### src/rtl/txErrPkg.sv
package txErrPkg;
  typedef struct packed {
    logic periodicHit;
    logic singleHit;
  } errStrobes_t;

  function automatic longint pow10(input int unsigned e);
    longint r = 1;
    for (int unsigned i = 0; i < e; i++) r = r * 10;
    return r;
  endfunction
endpackage

### src/rtl/errRatePacer.sv
module errRatePacer #(
  parameter int unsigned RATE_W = 3
) (
  input  logic              clk,
  input  logic              rstN,
  input  logic              cfgWe,
  input  logic [RATE_W-1:0] cfgRate,
  input  logic              bitValid,
  output logic              hit
);
  import txErrPkg::*;
  localparam int unsigned MAX_EXP = (1 << RATE_W) - 1;
  localparam int unsigned CNT_W   = $clog2(pow10(MAX_EXP) + 1);

  logic [RATE_W-1:0] activeRate, pendingRate, nextRate;
  logic [CNT_W-1:0]  cnt, lastCount;
  logic              running, wrap;

  assign running   = (activeRate != '0);
  assign lastCount = CNT_W'(pow10(int'(activeRate)) - 1);
  assign wrap      = running && bitValid && (cnt == lastCount);
  assign nextRate  = cfgWe ? cfgRate : pendingRate;
  assign hit       = wrap;

  always_ff @(posedge clk) begin
    if (!rstN) begin
      activeRate  <= '0;
      pendingRate <= '0;
      cnt         <= '0;
    end else begin
      if (cfgWe) pendingRate <= cfgRate;
      if (!running) begin
        if (cfgWe) begin
          activeRate <= cfgRate;
          cnt        <= '0;
        end
      end else if (bitValid) begin
        if (wrap) begin
          cnt        <= '0;
          activeRate <= nextRate;
        end else begin
          cnt <= cnt + 1'b1;
        end
      end
    end
  end
endmodule

### src/rtl/singleErrReq.sv
module singleErrReq #(
  parameter int unsigned SYNC_STAGES = 2
) (
  input  logic clk,
  input  logic rstN,
  input  logic singleEn,
  input  logic regReq,
  input  logic pinMode,
  input  logic manualReq,
  input  logic bitValid,
  output logic hit
);
  logic [SYNC_STAGES-1:0] syncChain;
  logic src, prevSrc, rise, pending;

  generate
    for (genvar s = 0; s < SYNC_STAGES; s++) begin : g_sync
      if (s == 0) begin : g_first
        always_ff @(posedge clk) begin
          if (!rstN) syncChain[0] <= 1'b0;
          else       syncChain[0] <= manualReq;
        end
      end else begin : g_next
        always_ff @(posedge clk) begin
          if (!rstN) syncChain[s] <= 1'b0;
          else       syncChain[s] <= syncChain[s-1];
        end
      end
    end
  endgenerate

  assign src  = pinMode ? syncChain[SYNC_STAGES-1] : regReq;
  assign rise = src && !prevSrc;
  assign hit  = bitValid && pending && singleEn;

  always_ff @(posedge clk) begin
    if (!rstN) begin
      prevSrc <= 1'b0;
      pending <= 1'b0;
    end else begin
      prevSrc <= src;
      if (!singleEn) pending <= 1'b0;
      else           pending <= (pending && !bitValid) || rise;
    end
  end
endmodule

### src/rtl/errCtrl.sv
module errCtrl #(
  parameter int unsigned RATE_W      = 3,
  parameter int unsigned SYNC_STAGES = 2
) (
  input  logic                   clk,
  input  logic                   rstN,
  input  logic                   bitValid,
  input  logic                   cfgWe,
  input  logic [RATE_W-1:0]      cfgRate,
  input  logic                   cfgSingleEn,
  input  logic                   cfgSingleReq,
  input  logic                   cfgPinMode,
  input  logic                   manualReq,
  output txErrPkg::errStrobes_t  strobes
);
  logic singleEnReg, reqReg, pinModeReg;

  always_ff @(posedge clk) begin
    if (!rstN) begin
      singleEnReg <= 1'b0;
      reqReg      <= 1'b0;
      pinModeReg  <= 1'b0;
    end else if (cfgWe) begin
      singleEnReg <= cfgSingleEn;
      reqReg      <= cfgSingleReq;
      pinModeReg  <= cfgPinMode;
    end
  end

  errRatePacer #(.RATE_W(RATE_W)) u_pacer (
    .clk(clk), .rstN(rstN), .cfgWe(cfgWe), .cfgRate(cfgRate),
    .bitValid(bitValid), .hit(strobes.periodicHit)
  );

  singleErrReq #(.SYNC_STAGES(SYNC_STAGES)) u_single (
    .clk(clk), .rstN(rstN), .singleEn(singleEnReg), .regReq(reqReg),
    .pinMode(pinModeReg), .manualReq(manualReq), .bitValid(bitValid),
    .hit(strobes.singleHit)
  );
endmodule

### src/rtl/errDatapath.sv
module errDatapath (
  input  logic                  clk,
  input  logic                  rstN,
  input  logic                  bitIn,
  input  logic                  bitValid,
  input  txErrPkg::errStrobes_t strobes,
  output logic                  bitOut,
  output logic                  outValid
);
  logic flip;
  assign flip = strobes.periodicHit || strobes.singleHit;

  always_ff @(posedge clk) begin
    if (!rstN) begin
      bitOut   <= 1'b0;
      outValid <= 1'b0;
    end else begin
      outValid <= bitValid;
      if (bitValid) bitOut <= bitIn ^ flip;
    end
  end
endmodule

### src/rtl/txErrInsert.sv
module txErrInsert #(
  parameter int unsigned RATE_W      = 3,
  parameter int unsigned SYNC_STAGES = 2
) (
  input  logic              clk,
  input  logic              rstN,
  input  logic              bitIn,
  input  logic              bitValid,
  output logic              bitOut,
  output logic              outValid,
  input  logic              cfgWe,
  input  logic [RATE_W-1:0] cfgRate,
  input  logic              cfgSingleEn,
  input  logic              cfgSingleReq,
  input  logic              cfgPinMode,
  input  logic              manualReq
);
  txErrPkg::errStrobes_t hitStrobes;

  errCtrl #(.RATE_W(RATE_W), .SYNC_STAGES(SYNC_STAGES)) u_ctrl (
    .clk(clk), .rstN(rstN), .bitValid(bitValid), .cfgWe(cfgWe),
    .cfgRate(cfgRate), .cfgSingleEn(cfgSingleEn), .cfgSingleReq(cfgSingleReq),
    .cfgPinMode(cfgPinMode), .manualReq(manualReq), .strobes(hitStrobes)
  );

  errDatapath u_dp (
    .clk(clk), .rstN(rstN), .bitIn(bitIn), .bitValid(bitValid),
    .strobes(hitStrobes), .bitOut(bitOut), .outValid(outValid)
  );
endmodule

### config.mk
export PLATFORM = sky130hd
export DESIGN_NAME = txErrInsert
export DESIGN_NICKNAME = d
export VERILOG_FILES = /design/src/rtl/txErrPkg.sv /design/src/rtl/errRatePacer.sv /design/src/rtl/singleErrReq.sv /design/src/rtl/errCtrl.sv /design/src/rtl/errDatapath.sv /design/src/rtl/txErrInsert.sv
export SDC_FILE = /design/constraint.sdc
export NUM_CORES = 1
export LEC_CHECK = 0
export ABC_CLOCK_PERIOD_IN_PS = 4000
export BUFFER_PORTS_ARGS = -buffer_cell sky130_fd_sc_hd__clkbuf_2
export CAP_MARGIN = 20
export CORE_ASPECT_RATIO = 0.9
export CORE_MARGIN = 3
export CORE_UTILIZATION = 57
export DETAILED_ROUTE_END_ITERATION = 8
export PLACE_DENSITY_LB_ADDON = 0.15
export SYNTH_ARGS = -nofsm -noshare
export SYNTH_HDL_FRONTEND = slang
export SYNTH_SLANG_ARGS = --single-unit
### constraint.sdc
create_clock -name clk -period 4 [get_ports clk]
set_input_delay 0.6 -clock clk [delete_from_list [all_inputs] [get_ports clk]]
set_output_delay 0.6 -clock clk [all_outputs]
set_load 0.02 [all_outputs]
==> flow_summary.ini <==
[floorplan]
rows = 21
start_util = 0.616
core-area_um2 = 3860
boundaryPins = 14
die_y_um = 67.3
die-area_um2 = 4990
floorplan.die.width_um = 74.1

[clock_tree]
cts_tree = done
cts-resized-gates = 0
cts_buffers = 5
cts_setup_buffers = 0
cts-root-buf = clkbuf_8
path_clk_slew_ns = 0.08
cts_sinks = 39
postCtsHoldBufs = 0
clk_path_buf_depth = 2
clk_latency_ns = 0.30
h-tree-depth = 2

[critical_path]
r2r-start = u_ctrl.u_pacer.activeRate[0]$_SDFFE_PN0P_
slowest_stage = dfxtp_1
crit_chain = nor2b_1, a2111oi_0, o22ai_1, nand4bb_1, nor3_1, o31ai_1, a22o_1
path_buf_inv = 0
end_kind = flip-flop
critical_path.max_fanout = 20
reg2reg_to = u_ctrl.u_pacer.cnt[15]$_SDFFE_PN0P_
critPathRequiredTime_ns = 4.20
cp-start-kind = flip-flop
reg2reg_slack_ns = 1.15
critical_path_arrival_ns = 3.05
critical_path_class = reg -> reg
critPathMaxStageDelay_ns = 0.75
crit_cells = 7
path_delay_family = simple AND/OR/NAND/NOR gates
rr_worst_depth = 7

[timing]
worst_pin_slew_ns = 1.04
finalMaxSlewViolations = 0
rsz0062_at_grt = no
final.setup_skew_ns = 0.00562
slew_headroom = 0.302
fin_crit_ns = 2.85
final.setup.tns_ns = 0
fmax_mhz = 351
fin_crit_sh = 0.712
setup_viol = 0
hold_viol = 0

[routing]
wl_um = 5670
dr_total_vias = 2229
drc = 0
drt-pass1-iter-count = 5
ant_nets = 0
wl_per_cell_um = 16.6
via_per_inst = 6.54
drtIter0Drc = 334

[placement]
portBuffers = 13
hpwl_um = 3960
place.gp.congestion = 0.939
dp.cells = 333

[cells_and_area]
finalNetCount = 307
syn_to_final_growth_pct = 3.52
drive_gt1_frac = 0.112
antenna_cells = 0
fin_cells = 341
postLayoutCoreUtil = 0.638

[worst_hold_path]
hold_depth = 1
worstHoldStart = u_ctrl.u_single.syncChain[0]$_SDFF_PN0_
hold_end = u_ctrl.u_single.syncChain[1]$_SDFF_PN0_
min_path_type = reg -> reg

[yosys]
synthArstFlopShare = 0
synth_edf_count = 0
yosys_register_bits = 39
synth_ff_type = dfxtp_1
synth_cell_type_count = 56
yosysSeqAreaShare = 0.328
yosysWarnings = 0
synthesis.area_um2 = 2380
synth_nets = 309
synth_cells = 296
postSynthAreaPerCell_um2 = 8.04

[flow_run]
drv_cap = 0

[global_routing]
grt_use_total = 0.250
grt_pass1_wl_um = 9600
grt_pass1_vias = 1936
gr-total-overflow = 0
antenna_found_initial = 0
grt_max_degree = 24

[power]
powerDensity_nw_per_um2 = 369
static-leakage-power_nw = 0.907
worst_ir_drop_vdd_mv = 0.290

[outcome]
status = finished clean
## where the power goes
| part | switching [W] | total (W) | internal, W |
|---|---|---|---|
| clock network | 0.000146 | 0.000303 | 0.000157 |
| registers | 0.0000337 | 0.000435 | 0.000401 |
| logic | 0.000101 | 0.000171 | 0.0000701 |
## synth_stat cells, drive strengths merged (3+ instances only)
cell type / count / share of area
a41oi: 5 / 0.028
o31ai: 3 / 0.0095
nand3: 20 / 0.042
nand2: 32 / 0.052
or4: 3 / 0.0095
and2: 7 / 0.018
and3: 10 / 0.026
nor3: 9 / 0.019
inv: 7 / 0.011
o22ai: 4 / 0.011
a21o: 5 / 0.016
clkbuf: 11 / 0.017
a31oi: 7 / 0.018
nor2: 16 / 0.025
a2111oi: 3 / 0.011
a21oi: 16 / 0.035
mux2i: 10 / 0.042
nor2b: 11 / 0.029
nand4: 11 / 0.029
buf: 11 / 0.043
o21ai: 14 / 0.029
dfxtp: 39 / 0.33
or3: 8 / 0.023
## per-layer routing
metal / routed length [µm] / track usage / vias up / part of all wire
li1: - / - / 1093 / -
met1: 2870 / 0.368 / 1039 / 0.51
met5: 0 / 0 / - / 0
met4: 48 / 0.0520 / 0 / 0.0085
met3: 409 / 0.0595 / 8 / 0.072
met2: 2340 / 0.368 / 89 / 0.41
## worst max path at each step
stage	start	to	slack, ns
floorplan	u_ctrl.u_pacer.activeRate[0]$_SDFFE_PN0P_	u_ctrl.u_pacer.cnt[1]$_SDFFE_PN0P_	1.96
detailed placement	u_ctrl.u_pacer.activeRate[0]$_SDFFE_PN0P_	u_ctrl.u_pacer.cnt[15]$_SDFFE_PN0P_	1.25
global route	u_ctrl.u_pacer.activeRate[0]$_SDFFE_PN0P_	u_ctrl.u_pacer.activeRate[2]$_SDFFE_PN0P_	0.95
CTS	u_ctrl.u_pacer.activeRate[0]$_SDFFE_PN0P_	u_ctrl.u_pacer.cnt[15]$_SDFFE_PN0P_	1.23
global placement	u_ctrl.u_pacer.activeRate[0]$_SDFFE_PN0P_	u_ctrl.u_pacer.cnt[15]$_SDFFE_PN0P_	1.26
finish	u_ctrl.u_pacer.activeRate[0]$_SDFFE_PN0P_	u_ctrl.u_pacer.cnt[15]$_SDFFE_PN0P_	1.15
## layout by cell type (no fill, tap or decap), types with 2 or more instances in the layout
| cell type | count |
|---|---|
| dfxtp_1 | 39 |
| nand2_1 | 31 |
| nand3_1 | 20 |
| nor2_1 | 16 |
| a21oi_1 | 15 |
| clkbuf_2 | 13 |
| nor2b_1 | 11 |
| nand4_1 | 11 |
| mux2i_1 | 10 |
| and3_1 | 10 |
| nor3_1 | 9 |
| and2_1 | 7 |
| or3_1 | 7 |
| o21ai_0 | 7 |
| o21ai_1 | 7 |
| a31oi_1 | 7 |
| clkbuf_8 | 7 |
| inv_1 | 5 |
| a21o_1 | 5 |
| o22ai_1 | 4 |
| or4_1 | 3 |
| o31ai_1 | 3 |
| a2111oi_0 | 3 |
| a41oi_2 | 3 |
| inv_2 | 2 |
| and4_1 | 2 |
| a211oi_1 | 2 |
| nand2b_1 | 2 |
| xnor2_1 | 2 |
| o21a_1 | 2 |
| a41oi_1 | 2 |
| a22oi_1 | 2 |
| o31a_1 | 2 |
| xor2_1 | 2 |
| o211a_1 | 2 |
## cells by family (layout without fill, tap and decap cells)
kind of cell / count (synthesis) / in the layout / share of synthesized area
xor+xnor: 4 / 4 / 0.0147
compound gates: 76 / 76 / 0.231
buf+inv: 29 / 28 / 0.0710
mux: 11 / 11 / 0.0468
flops: 39 / 39 / 0.328
fa+ha+maj: 1 / 1 / 0.00526
simple gates: 136 / 136 / 0.303
## per-stage QoR
| stage | hold slack (ns) | worst slack (ns) | instance area (µm²) | power, W |
|---|---|---|---|---|
| global route | 0.444 | 0.946 | 2460 | 0.000949 |
| global placement | 0.418 | 1.26 | 2360 | 0.000607 |
| finish | 0.440 | 1.15 | 2460 | 0.000909 |
| floorplan | 0.412 | 1.96 | 2380 | 0.000586 |
| detailed placement | 0.422 | 1.25 | 2360 | 0.000610 |
| CTS | 0.439 | 1.23 | 2460 | 0.000907 |
## worst register-to-register path, cell delays in order (launching register included)
cell       delay (ns)
dfxtp_1          0.75
nor2b_1          0.16
a2111oi_0        0.42
o22ai_1          0.12
nand4bb_1        0.24
nor3_1           0.69
o31ai_1          0.17
a22o_1           0.20
## registers in the layout, summed over array words and instances, names as in the netlist, 2 cells and up
name	cells
u_ctrl.u_pacer.cnt	24
u_ctrl.u_pacer.activeRate	3
u_ctrl.u_pacer.pendingRate	3
u_ctrl.u_single.syncChain	2
## final cells by class
type / instances / area [µm²]
clock buffer: 7 / 96.3
timing repair buffer: 13 / 65.1
fill: 336 / 1400
tap: 46 / 57.6
sequential: 39 / 781
clock inverter: 1 / 7.51
multi-input combinational: 228 / 1430
inverter: 7 / 26.3
No activity file was read; power rests on OpenSTA's default activity.
